<file path="src/rtl/tmr_irq_agg_pkg.sv">
package tmr_irq_agg_pkg;
  localparam int unsigned SRC_FULL = 0;
  localparam int unsigned SRC_MID  = 1;
  localparam int unsigned SRC_CH0  = 2;
endpackage

</file>
<file path="src/rtl/tia_timebase.sv">
module tia_timebase #(
  parameter int unsigned CNT_W    = 16,
  parameter int unsigned MID_BASE = 8,
  parameter int unsigned WSEL_W   = 2
) (
  input  logic              clk_i,
  input  logic              rst_ni,
  input  logic              run_i,
  input  logic              tick_i,
  input  logic [WSEL_W-1:0] wsel_i,
  output logic [CNT_W-1:0]  count_o,
  output logic              full_hit_o,
  output logic              mid_hit_o
);
  localparam int unsigned NSEL = 1 << WSEL_W;

  logic [CNT_W-1:0] count_q;
  logic             inc;
  logic [NSEL-1:0]  low_ones;

  assign inc = run_i & tick_i;

  always_ff @(posedge clk_i or negedge rst_ni) begin
    if (!rst_ni) count_q <= '0;
    else if (inc) count_q <= count_q + 1'b1;
  end

  // one all-ones detector per selectable slice width
  for (genvar v = 0; v < NSEL; v++) begin : g_slice
    assign low_ones[v] = &count_q[MID_BASE+v-1:0];
  end

  assign full_hit_o = inc & (&count_q);
  assign mid_hit_o  = inc & low_ones[wsel_i];
  assign count_o    = count_q;


  count_step_chk: assert property (@(posedge clk_i) disable iff (!rst_ni)
    inc |=> count_q == $past(count_q) + 1'b1);

  count_hold_chk: assert property (@(posedge clk_i) disable iff (!rst_ni)
    !run_i |=> $stable(count_q));
endmodule

</file>
<file path="src/rtl/tia_flag_bank.sv">
module tia_flag_bank #(
  parameter int unsigned NSRC = 5
) (
  input  logic            clk_i,
  input  logic            rst_ni,
  input  logic [NSRC-1:0] set_i,
  input  logic            clr_we_i,
  input  logic [NSRC-1:0] clr_data_i,
  output logic [NSRC-1:0] flags_o
);
  logic [NSRC-1:0] flags_q, clr_mask;

  assign clr_mask = clr_we_i ? ~clr_data_i : '0;

  // set takes precedence over clear
  always_ff @(posedge clk_i or negedge rst_ni) begin
    if (!rst_ni) flags_q <= '0;
    else         flags_q <= (flags_q & ~clr_mask) | set_i;
  end

  assign flags_o = flags_q;

  for (genvar i = 0; i < NSRC; i++) begin : g_chk

    sticky_chk: assert property (@(posedge clk_i) disable iff (!rst_ni)
      flags_q[i] && !clr_mask[i] |=> flags_q[i]);

    set_wins_chk: assert property (@(posedge clk_i) disable iff (!rst_ni)
      set_i[i] |=> flags_q[i]);
  end
endmodule

</file>
<file path="src/rtl/tia_irq_combine.sv">
module tia_irq_combine #(
  parameter int unsigned NSRC = 5
) (
  input  logic            clk_i,
  input  logic            rst_ni,
  input  logic [NSRC-1:0] flags_i,
  input  logic [NSRC-1:0] src_en_i,
  input  logic            periph_en_i,
  input  logic            global_en_i,
  output logic            irq_o
);
  logic pending, irq_q;

  assign pending = |(flags_i & src_en_i);

  always_ff @(posedge clk_i or negedge rst_ni) begin
    if (!rst_ni) irq_q <= 1'b0;
    else         irq_q <= pending & periph_en_i & global_en_i;
  end

  assign irq_o = irq_q;


  gate_chk: assert property (@(posedge clk_i) disable iff (!rst_ni)
    !(periph_en_i && global_en_i) |=> !irq_q);

  no_src_chk: assert property (@(posedge clk_i) disable iff (!rst_ni)
    (flags_i & src_en_i) == '0 |=> !irq_q);
endmodule

</file>
<file path="src/rtl/tmr_irq_agg.sv">
module tmr_irq_agg
  import tmr_irq_agg_pkg::*;
#(
  parameter int unsigned CNT_W    = 16,
  parameter int unsigned NUM_CH   = 3,
  parameter int unsigned MID_BASE = 8,
  parameter int unsigned WSEL_W   = 2,
  localparam int unsigned NSRC    = NUM_CH + 2
) (
  input  logic              clk_i,
  input  logic              rst_ni,
  input  logic              run_i,
  input  logic              tick_i,
  input  logic [WSEL_W-1:0] wsel_i,
  input  logic [NUM_CH-1:0] chan_evt_i,
  input  logic [NSRC-1:0]   src_en_i,
  input  logic              periph_en_i,
  input  logic              global_en_i,
  input  logic              clr_we_i,
  input  logic [NSRC-1:0]   clr_data_i,
  output logic [NSRC-1:0]   flags_o,
  output logic [CNT_W-1:0]  count_o,
  output logic              irq_o
);
  logic            full_hit, mid_hit;
  logic [NSRC-1:0] set_vec;

  tia_timebase #(.CNT_W(CNT_W), .MID_BASE(MID_BASE), .WSEL_W(WSEL_W)) u_timebase (
    .clk_i, .rst_ni, .run_i, .tick_i, .wsel_i,
    .count_o, .full_hit_o(full_hit), .mid_hit_o(mid_hit)
  );

  always_comb begin
    set_vec = '0;
    set_vec[SRC_FULL] = full_hit;
    set_vec[SRC_MID]  = mid_hit;
    set_vec[SRC_CH0 +: NUM_CH] = chan_evt_i;
  end

  tia_flag_bank #(.NSRC(NSRC)) u_flags (
    .clk_i, .rst_ni, .set_i(set_vec), .clr_we_i, .clr_data_i, .flags_o
  );

  tia_irq_combine #(.NSRC(NSRC)) u_irq (
    .clk_i, .rst_ni, .flags_i(flags_o), .src_en_i, .periph_en_i, .global_en_i, .irq_o
  );


  wrap_flag_chk: assert property (@(posedge clk_i) disable iff (!rst_ni)
    (run_i && tick_i && (&count_o)) |=> (flags_o[SRC_FULL] && count_o == '0));

  chan_flag_chk: assert property (@(posedge clk_i) disable iff (!rst_ni)
    chan_evt_i[0] |=> flags_o[SRC_CH0]);
endmodule

</file>
<file path="config.mk">
export PLATFORM = sky130hd
export DESIGN_NAME = tmr_irq_agg
export DESIGN_NICKNAME = d
export VERILOG_FILES = /design/src/rtl/tmr_irq_agg_pkg.sv /design/src/rtl/tia_timebase.sv /design/src/rtl/tia_flag_bank.sv /design/src/rtl/tia_irq_combine.sv /design/src/rtl/tmr_irq_agg.sv
export SDC_FILE = /design/constraint.sdc
export NUM_CORES = 1
export LEC_CHECK = 0
export ABC_AREA = 1
export BUFFER_PORTS_ARGS = -buffer_cell sky130_fd_sc_hd__buf_2
export CAP_MARGIN = 20
export CELL_PAD_IN_SITES_DETAIL_PLACEMENT = 2
export CELL_PAD_IN_SITES_GLOBAL_PLACEMENT = 2
export CORE_MARGIN = 5
export CORE_UTILIZATION = 28
export DETAILED_ROUTE_END_ITERATION = 16
export GPL_ROUTABILITY_DRIVEN = 0
export MAX_ROUTING_LAYER = met4
export PLACE_DENSITY = 0.82
export SYNTH_ARGS = -nofsm -noshare
export SYNTH_HDL_FRONTEND = slang
export SYNTH_SLANG_ARGS = --single-unit
</file>
<file path="constraint.sdc">
create_clock -name clk_i -period 4.1 [get_ports clk_i]
set_input_delay 0.82 -clock clk_i [delete_from_list [all_inputs] [get_ports clk_i]]
set_output_delay 0.82 -clock clk_i [all_outputs]
set_load 0.01 [all_outputs]
</file>
* After elaboration in Yosys (flattened, before gate mapping)
Cells that the tools add are included.
Storage, ports and cells: register bits after elaboration 22, word-level logic and storage cells 24, output and inout port bits 22
Operators by class: add/sub/neg operators 1, order comparisons 1, reductions and logical operators 6, muxes and demuxes 3, bitwise operators 10
Operators with widths (count):
- $add 16x1->16 const B | 1
- $reduce_and 16->1 | 1
- $reduce_and 11->1 | 1
- $and 5x5->5 | 2
- $not 5->5 | 2
- $reduce_and 10->1 | 1
- $reduce_and 9->1 | 1
- $reduce_and 8->1 | 1
- $and 1x1->1 | 5
- $mux 5 | 1
- $or 5x5->5 | 1
- $reduce_or 5->1 | 1
- $lt 2x3->1 const B | 1
- $bmux 1 s2 | 1
- $mux 1 | 1

* Logic depth before layout (Yosys ltp)
Gate-level depths: netlist of the first run.
depth in word-level cells 5, gate-level depth with buffers 10, gate-level depth less buffers 10

* By module
A second synthesis of the first run with hierarchy kept.
Unflattened totals: cells, all modules 160, area, all modules 1224.9 sq um
By module, submodules not included:
- tia_timebase | cells each 119, seq. area each 400.4 sq um, area an instance 939.7 sq um, times used 1
- tia_flag_bank | cells each 30, seq. area each 125.1 sq um, area an instance 219.0 sq um, times used 1
- tia_irq_combine | cells each 11, seq. area each 25.0 sq um, area an instance 66.3 sq um, times used 1

* Least setup slack after synthesis of the first run
No wires, ideal clock.
kind input -> register, start input run_i, end register u_timebase.count_q[9] (netlist: u_timebase.count_o[9]), required time 3982 ps, cell stages on the path 6, arrival time 1439 ps, path buffers 0, setup slack 2543 ps, cells stage by stage nand2_2 > nor2_4 > nand2_2 > nor2_4 > xor2_1 > inv_1
Between the ends: word-level cells in the longest chain between the ends 1
Ends and longest elaborated chain:
- start: declaration | line tmr_irq_agg.sv:12 | input logic run_i,
- $and 1x1->1 | line tia_timebase.sv:21 | assign inc = run_i & tick_i;
- end signal: assignment | line tia_timebase.sv:25 | else if (inc) count_q <= count_q + 1'b1;
- end: declaration | line tia_timebase.sv:17 | logic [CNT_W-1:0] count_q;
No other way between the ends. A chain may end at the register's enable or synchronous reset.

* Final worst setup path of the first run
start register u_timebase.count_q[10] (netlist: u_timebase.count_o[10]), end output count_o[10]
RTL lines:
- end: declaration | line tmr_irq_agg.sv:22 | output logic [CNT_W-1:0] count_o,
No word-level cell between the ends.

==> flow_summary.json, run 1 <==
{
  "status": "finished, final reports clean",
  "grt_overflow": 0,
  "tightest_slew_ns": 0.521,
  "timing.final.crit_share": 0.420,
  "max-cap-violations": 0,
  "critPathArrivalTime_ns": 0.90,
  "ys_ff_latch": 22,
  "syn-num-nets": 157,
  "globalRouteTotalUtil": 0.141,
  "post_synth_inst_count": 133,
  "synth-seq-area-share": 0.484,
  "critical_path.top_delay_family": "flip-flops",
  "initialDrtViolationCount": 32,
  "fill_cells": 485,
  "synth_area_mm2": 0.00114,
  "average_footprint_of_a_synthesized_cell_um2": 8.55,
  "hold_path.class": "input port to asynchronous set/reset pin",
  "fin_setup_tns_ns": 0,
  "ys_types": 21,
  "drive_above_1_share": 0.350,
  "startpoint_type": "flop",
  "worstSetupEndpointType": "output pin",
  "finalClockSkew_ns": 0.00401,
  "route.detailed.drc": 0,
  "initial_utilization": 0.286,
  "clock-root-buffer": "clkbuf_8",
  "post-layout-total-power_mw": 0.573,
  "layout_min_cycle_time_ns": 1.72,
  "power.static_leakage_nw": 0.848,
  "cts_max_path_buffers": 2,
  "slowest_library_cell_on_the_worst_path": "dfrtp_1",
  "antenna_left": 0,
  "timing.critical_path.slowest_cell_delay_ns": 0.46,
  "cts_num_sinks": 22,
  "final_max_slew_viol_count": 0,
  "grt_pass1_vias": 1232,
  "buffer_ports.inserted": 43,
  "postRouteWirelength_mm": 3.23,
  "required_ns": 3.28,
  "cts_repair_resize_count": 0,
  "coreArea_mm2": 0.00397,
  "worstSkewPairLatency_ns": 0.27,
  "highest_ir_drop_seen_on_vdd_mv": 0.202,
  "grt_first_pass_wirelength_mm": 5.57,
  "postCtsSetupBuffers": 0,
  "cp_cell_sequence": "buf_2",
  "setup_viol": 0,
  "cts_inserted_buffers": 3,
  "die_x_um": 73.7,
  "worst-path-max-fanout": 5,
  "unrepaired_setup_endpoints_after_global_routing": "no",
  "ioPinCount": 44,
  "antenna_found_initial": 0,
  "detail_route.vias_per_cell": 4.64,
  "clk_pin_slew_worst_setup_hold_paths_ns": 0.09,
  "die-height_um": 73.7,
  "postLayoutCoreUtil": 0.370,
  "final_nets": 205,
  "achievable-frequency_mhz": 581,
  "grt_start_max_net_pins": 23,
  "rel_slew_slack": 0.653,
  "yosysWarnings": 0,
  "syn2layout_area_growth_pct": 29.3,
  "hold_viol_final": 0,
  "dp_hpwl_mm": 2.64,
  "detail_route.wl_per_cell_um": 14.0,
  "power_density_mw_per_mm2": 390,
  "critical_path_buf_inv_count": 1,
  "clock_tree.htree_level_count": 1,
  "drt_first_pass_iters": 3,
  "vias": 1067,
  "timing.setup.critical_path_class": "flop to output pin",
  "post_cts_hold_buffer_count": 0,
  "design.die.area_mm2": 0.00544,
  "fp-row-count": 23,
  "cts_tree": "yes",
  "diodes": 0
}
power by group:
part	internal, mW	total (mW)	switching, mW
logic	0.0548	0.131	0.0763
registers	0.244	0.277	0.0326
clock network	0.0860	0.165	0.0787
cell usage after synthesis, drive strengths merged:
cell	instances	share of area
nor2	11	0.079
o21ai	7	0.034
nand4	5	0.028
and3	1	0.0055
nand3	6	0.026
xor2	6	0.046
dfrtp	22	0.48
nand2	48	0.18
inv	20	0.066
a31oi	1	0.0055
nor3	1	0.0044
xnor2	3	0.023
ha	2	0.022
cell type report:
cell class	instances	area, µm²	area share
flip-flops and latches	22	551	0.374
repair buffers	43	215	0.146
clock buffers	4	55.1	0.0374
multi-input cells	91	512	0.348
inverters	20	75.1	0.0511
well taps	50	62.6	0.0426
cell families after synthesis:
group | synth area share
and+or+nand+nor | 0.319
AOI/OAI and AO/OA | 0.0396
xor gates and xnor gates | 0.0693
adders and majority gates | 0.0220
buffers and inverters | 0.0660
DFF | 0.484
metrics by stage:
stage | hold WS, ns | std cells | area (µm²) | setup slack [ns]
CTS | 0.526 | 230 | 1470 | 2.36
finish | 0.507 | 230 | 1470 | 2.38
global placement | 0.502 | 226 | 1420 | 2.38
detailed placement | 0.519 | 226 | 1420 | 2.31
global route | 0.544 | 230 | 1470 | 2.33
floorplan | 0.524 | 133 | 1140 | 2.54
final timing paths:
path	cells after the start	slack, ns	start	endpoint
min in group clk_i	1	0.52	u_timebase.count_o[4]	u_timebase.count_o[4]
max reg2reg	10	2.68	u_timebase.count_o[0]	u_flags.flags_o[1]
max in group asynchronous	1	3.24	rst_ni	u_timebase.count_o[10]
max	1	2.38	u_timebase.count_o[10]	count_o[10]
min reg2reg	1	0.52	u_timebase.count_o[4]	u_timebase.count_o[4]
min	1	0.51	rst_ni	u_timebase.count_o[12]
metal layers:
layer / wire, µm / up-vias / GRT usage / part of all wire
met5: 0 / - / - / 0
li1: - / 503 / - / -
met1: 1330 / 522 / 0.146 / 0.41
met3: 236 / 5 / 0.0328 / 0.073
met4: 72 / 0 / 0.0724 / 0.022
met2: 1580 / 37 / 0.245 / 0.49
state kept, by name, indices dropped and copies added, names as in the netlist:
register            count
u_irq.irq_o             1
u_flags.flags_o         5
u_timebase.count_o     16
placed cells by master, fill, tap and decap left out, types with 4 or more instances in the layout:
cell	instances
nand4_1	5
inv_1	17
nand2_2	5
nand3_1	6
nor2_1	5
buf_2	43
xor2_1	6
o21ai_0	5
nand2_1	42
nor2_4	4
dfrtp_1	22
clkbuf_8	4
Power figures use the tool's default switching activity.
==> run 2, diff against run 1 <==
ABC_AREA = 0   (was 1)
CORE_UTILIZATION = 27   (was 28)
PLACE_DENSITY = 0.78   (was 0.82)
clock period = 1.6 ns   (was 4.1 ns; I/O delays follow)
==> run 2 against run 1 <==
Global-route usage is 1.8 points lower. Critical path depth is 4 higher. Final cell count is 19% lower. Die area is 8.0% lower. Clock-buffer cell count is 1 lower. Largest power group unchanged.
==> flow_summary.json, run 2 <==
{
  "cts_max_path_buffers": 2,
  "critical_path.top_delay_family": "adder cells",
  "postRouteWirelength_mm": 2.85,
  "highest_ir_drop_seen_on_vdd_mv": 0.449,
  "yosysWarnings": 0,
  "timing.reg2reg.worst_path_depth": 5,
  "postSynth.asyncResetShare": 1.00,
  "flip_flop_count_of_the_largest_register_after_layout": 16,
  "buffer_ports.inserted": 43,
  "timing.setup.critical_path_class": "flop to flop",
  "initial_utilization": 0.276,
  "cts_num_sinks": 22,
  "average_footprint_of_a_synthesized_cell_um2": 11.2,
  "status": "finished, final reports clean",
  "mostFrequentLayoutCells": "43 x buf_2, 22 x dfrtp_1, 11 x xnor2_1",
  "final_nets": 164,
  "worstSkewPairLatency_ns": 0.26,
  "required_ns": 1.75,
  "fp-row-count": 22,
  "startpoint_type": "flop",
  "worst_r2r_startpoint": "u_timebase.count_o[0]",
  "finalInstanceArea_mm2": 0.00135,
  "critical_path.most_common_cell": "ha_1",
  "die-height_um": 70.7,
  "grt_first_pass_wirelength_mm": 4.77,
  "synth_enable_flop_cells": 0,
  "max-cap-violations": 0,
  "power_density_mw_per_mm2": 1080,
  "hold_path.class": "input port to asynchronous set/reset pin",
  "syn2layout_area_growth_pct": 35.6,
  "coreArea_mm2": 0.00361,
  "globalRouteTotalUtil": 0.123,
  "hold_viol_final": 0,
  "setup_viol": 0,
  "post_cts_hold_buffer_count": 0,
  "route.detailed.drc": 0,
  "synth_area_um2": 996,
  "crit_start": "u_timebase.count_o[0]",
  "slowest_library_cell_on_the_worst_path": "dfrtp_1",
  "achievable-frequency_mhz": 684,
  "vias": 876,
  "antenna_left": 0,
  "post-synth-top-count-cell": "dfrtp_1",
  "critical_path_buf_inv_count": 1,
  "worst-path-max-fanout": 3,
  "timing.critical_path.slowest_cell_delay_ns": 0.35,
  "ys_types": 25,
  "layout_min_cycle_time_ns": 1.46,
  "clock_tree.htree_level_count": 1,
  "unrepaired_setup_endpoints_after_global_routing": "no",
  "drt_first_pass_iters": 4,
  "cts_repair_resize_count": 0,
  "antenna_found_initial": 0,
  "power.static_leakage_nw": 0.704,
  "final_layout_worst_hold_slack_ns": 0.0139,
  "synth_largest_area_cell": "dfrtp_1",
  "grt_start_max_net_pins": 23,
  "rrSetupSlack_ns": 0.14,
  "synth_top_area_share": 0.553,
  "diodes": 0,
  "mostFrequentLayoutCell": "buf_2",
  "crit-reg2reg-capture": "u_timebase.count_o[8]",
  "cp_num_cells": 5,
  "die_x_um": 70.7,
  "ioPinCount": 44,
  "synth.cells.most_frequent": "22 x dfrtp_1, 11 x xnor2_1, 10 x nand2_1, 8 x nand3_1, 6 x o21ai_0",
  "detail_route.wl_per_cell_um": 15.3,
  "initialDrtViolationCount": 25,
  "grt_overflow": 0,
  "clock-root-buffer": "clkbuf_8",
  "syn-num-nets": 113,
  "detail_route.vias_per_cell": 4.71,
  "tightest_slew_ns": 0.497,
  "timing.final.crit_share": 0.914,
  "cts_inserted_buffers": 3,
  "postCtsSetupBuffers": 0,
  "synth-seq-area-share": 0.553,
  "synth_flop_cell": "dfrtp_1",
  "rel_slew_slack": 0.669,
  "fill_cells": 410,
  "post_synth_inst_count": 89,
  "cp_cell_sequence": "ha_1 -> inv_1 -> nor3_2 -> ha_1 -> mux2_2",
  "finalClockSkew_ns": 0.00141,
  "post-layout-total-power_mw": 1.46,
  "grt_pass1_vias": 970,
  "ys_ff_latch": 22,
  "critPathArrivalTime_ns": 1.61,
  "drive_above_1_share": 0.406,
  "cts_tree": "yes",
  "design.die.area_mm2": 0.00500,
  "dp_hpwl_mm": 2.31,
  "fin_setup_tns_ns": 0,
  "final_max_slew_viol_count": 0,
  "worstSetupEndpointType": "flop",
  "clk_pin_slew_worst_setup_hold_paths_ns": 0.07,
  "capturing_element_of_the_worst_setup_path": "u_timebase.count_o[8]",
  "synth.top_cells.by_area": "dfrtp_1 55%, xnor2_1 9.7%, nand3_1 4.0%",
  "place_area_mm2": 0.00130
}
==> run 2: stage by stage <==
step                      cells  setup slack, ns   util
after global placement      183            0.145  0.360
after floorplan              89           0.0656      -
final                       186            0.138  0.374
after detailed placement    183           0.0700  0.360
after global routing        186           0.0386  0.374
after CTS                   186           0.0438  0.371
==> run 2: layout make-up <==
type | instances | area [µm²] | share of cell area
Sequential cell | 22 | 551 | 0.408
Timing Repair Buffer | 47 | 245 | 0.182
Multi-Input combinational cell | 64 | 445 | 0.330
Inverter | 2 | 7.51 | 0.00556
Tap cell | 48 | 60.1 | 0.0445
Clock buffer | 3 | 41.3 | 0.0306
==> run 2: worst register-to-register path: cells and delay by family (launching register included) <==
| kind | cells | cell delay (ns) |
|---|---|---|
| buffers and inverters | 1 | 0.06 |
| flip-flops | 1 | 0.35 |
| multiplexers | 1 | 0.26 |
| AND/OR/NAND/NOR | 1 | 0.22 |
| adder cells (fa/ha/maj) | 2 | 0.46 |
==> run 2: worst min-delay path by stage <==
stage / start / to / slack (ns) / cells after the start
6_report: rst_ni / u_timebase.count_o[4] / 0.01 / 1
5_1_grt: rst_ni / u_irq.irq_o / 0.06 / 1
4_1_cts: rst_ni / u_timebase.count_o[4] / 0.03 / 1
3_5_place_dp: rst_ni / u_timebase.count_o[4] / 0.32 / 1
3_3_place_gp: rst_ni / u_timebase.count_o[4] / 0.32 / 1
2_1_floorplan: rst_ni / u_flags.flags_o[0] / 0.02 / 0
==> run 2: report_power, final <==
| part | total [mW] | internal, mW | switching, mW | leakage, nW |
|---|---|---|---|---|
| logic | 0.413 | 0.197 | 0.216 | 0.399 |
| registers | 0.711 | 0.636 | 0.0747 | 0.284 |
| clock network | 0.339 | 0.168 | 0.171 | 0.0216 |
| total | 1.46 | 1.00 | 0.461 | 0.704 |
==> run 2: cells by family after synthesis <==
| kind of cell | synth area share |
|---|---|
| buf+inv | 0.0113 |
| mux | 0.0226 |
| flops | 0.553 |
| xor+xnor | 0.123 |
| compound gates | 0.0691 |
| simple gates | 0.196 |
| fa+ha+maj | 0.0251 |
==> run 2: layer usage <==
| metal | GRT usage | vias up | wire length [µm] |
|---|---|---|---|
| met5 | - | - | 0 |
| met4 | 0.0564 | 0 | 59 |
| met3 | 0.0170 | 5 | 202 |
| met2 | 0.185 | 40 | 1290 |
| met1 | 0.162 | 421 | 1300 |
| li1 | - | 410 | - |
==> run 3, diff against run 2 <==
CORE_ASPECT_RATIO = 1.5   (was not set)
==> run 3 against run 2 <==
Global-route usage up 0.57 points. Worst setup slack got worse by 0.023 ns. Clock-buffer cell count unchanged. Sequential share of layout area shrank 0.74 points. Routed wire length rose by 5.5%. Flip-flop and latch count is the same. Clock power up 56%. Critical path type unchanged. First-iteration DRC count increased by 100%. Largest power group unchanged. Power grew 14%. Largest cell class unchanged.
==> flow_summary.json, run 3 (synthesized netlist as in run 2, its figures left out) <==
{
  "status": "finished, final reports clean",
  "unrepaired_setup_endpoints_after_global_routing": "no",
  "worst-path-max-fanout": 3,
  "fin_setup_tns_ns": 0,
  "mostFrequentLayoutCells": "43 x buf_2, 22 x dfrtp_1, 11 x xnor2_1",
  "antenna_found_initial": 0,
  "grt_overflow": 0,
  "flip_flop_count_of_the_largest_register_after_layout": 16,
  "max-cap-violations": 0,
  "use_met2": 0.229,
  "power_density_mw_per_mm2": 1210,
  "critPathArrivalTime_ns": 1.65,
  "crit-reg2reg-capture": "u_timebase.count_o[8]",
  "share_seq_of_total_power": 0.430,
  "final_max_slew_viol_count": 0,
  "post-place-cells": 179,
  "power.clock.fraction": 0.318,
  "final_layout_worst_hold_slack_ns": 0.00598,
  "detail_route.vias_per_cell": 4.81,
  "met3_usage_in_global_routing": 0.0185,
  "die_x_um": 59.6,
  "vias": 880,
  "drive_above_1_share": 0.414,
  "ioPinCount": 44,
  "post_layout_nonfiller_instances": 183,
  "initialDrtViolationCount": 50,
  "p_sw_frac": 0.297,
  "final_nets": 165,
  "drt_first_pass_iters": 4,
  "cts_num_sinks": 22,
  "globalRouteTotalUtil": 0.128,
  "grtUsageMet1": 0.140,
  "grt_pass1_vias": 1031,
  "buffer_ports.inserted": 43,
  "grt_start_max_net_pins": 23,
  "cts_tree": "yes",
  "power.static_leakage_nw": 0.706,
  "setup_ws_ns": 0.115,
  "antenna_left": 0,
  "syn2layout_area_growth_pct": 38.1,
  "highest_ir_drop_seen_on_vdd_mv": 0.499,
  "clock_tree.htree_level_count": 1,
  "post-layout-total-power_mw": 1.67,
  "worstSkewPairLatency_ns": 0.27,
  "internal_power_mw": 1.17,
  "layout_min_cycle_time_ns": 1.49,
  "fp-row-count": 27,
  "diodes": 0,
  "route.detailed.drc": 0,
  "timing.reg2reg.worst_path_depth": 5,
  "postRouteWirelength_mm": 3.01,
  "clk_pin_slew_worst_setup_hold_paths_ns": 0.09,
  "postCtsSetupBuffers": 0,
  "design.die.area_mm2": 0.00503,
  "hold_path.class": "input port to asynchronous set/reset pin",
  "finalClockSkew_ns": 0.00792,
  "postLayoutCoreUtil": 0.380,
  "place_area_mm2": 0.00130,
  "cts_max_path_buffers": 2,
  "switchingPower_mw": 0.494,
  "finalInstanceArea_mm2": 0.00138,
  "tightest_slew_ns": 0.501,
  "dp_hpwl_mm": 2.43,
  "rrSetupSlack_ns": 0.11,
  "pre_cts_slack_ns": 0.0338,
  "timing.setup.critical_path_class": "flop to flop",
  "global_route.peak_usage_layer": "met2",
  "setup_viol": 0,
  "post_cts_hold_buffer_count": 0,
  "timing.final.crit_share": 0.928,
  "fill_cells": 398,
  "worst_r2r_startpoint": "u_timebase.count_o[1]",
  "die-height_um": 84.4,
  "rel_slew_slack": 0.666,
  "startpoint_type": "flop",
  "initial_utilization": 0.276,
  "coreArea_mm2": 0.00361,
  "power_frac_comb": 0.252,
  "achievable-frequency_mhz": 673,
  "detail_route.wl_per_cell_um": 16.4,
  "cts_inserted_buffers": 3,
  "hold_viol_final": 0,
  "clock-root-buffer": "clkbuf_8",
  "grt_first_pass_wirelength_mm": 4.84,
  "required_ns": 1.76,
  "worstSetupEndpointType": "flop",
  "mostFrequentLayoutCell": "buf_2"
}
## run 3: how the worst max path moves through the flow
stage | endpoint | slack (ns) | depth (start not counted) | from
after floorplan | u_timebase.count_o[8] | 0.07 | 5 | u_timebase.count_o[0]
after global placement | u_timebase.count_o[8] | 0.15 | 5 | u_timebase.count_o[0]
after detailed placement | u_timebase.count_o[8] | 0.03 | 5 | u_timebase.count_o[1]
after CTS | u_timebase.count_o[8] | 0.01 | 5 | u_timebase.count_o[1]
after global routing | u_timebase.count_o[8] | 0.03 | 5 | u_timebase.count_o[1]
final | u_timebase.count_o[8] | 0.11 | 5 | u_timebase.count_o[1]
## run 3: timing repair
action	in CTS	in global routing
gates resized for setup	0	1
setup endpoints to repair	0	2
hold endpoints to repair	0	0
## run 3: layout make-up
class                           count  area (µm²)  share of cell area
Timing Repair Buffer               48         253               0.184
Inverter                            2        7.51             0.00546
Clock inverter                      1        30.0              0.0218
Tap cell                           43        53.8              0.0391
Multi-Input combinational cell     64         439               0.319
Sequential cell                    22         551               0.400
Clock buffer                        3        41.3              0.0300
## run 3: routing by layer
metal	part of all wire	wire length, µm
met3	0.075	227
met4	0.0093	28
met1	0.39	1170
met5	0	0
met2	0.52	1580
## run 3: critical path, stage by stage (launching register included)
cell and delay [ns]:
dfrtp_1 0.36, ha_1 0.20, inv_1 0.07, nor3_2 0.22
ha_1 0.27, mux2_2 0.26
## run 3: power by group through the flow
stage | combinational, mW | sequential [mW] | clock (mW)
5_1_grt | 0.467 | 0.726 | 0.565
3_5_place_dp | 0.422 | 0.728 | 0
3_3_place_gp | 0.407 | 0.715 | 0
4_1_cts | 0.427 | 0.716 | 0.545
2_1_floorplan | 0.137 | 0.777 | 0
6_report | 0.420 | 0.715 | 0.530
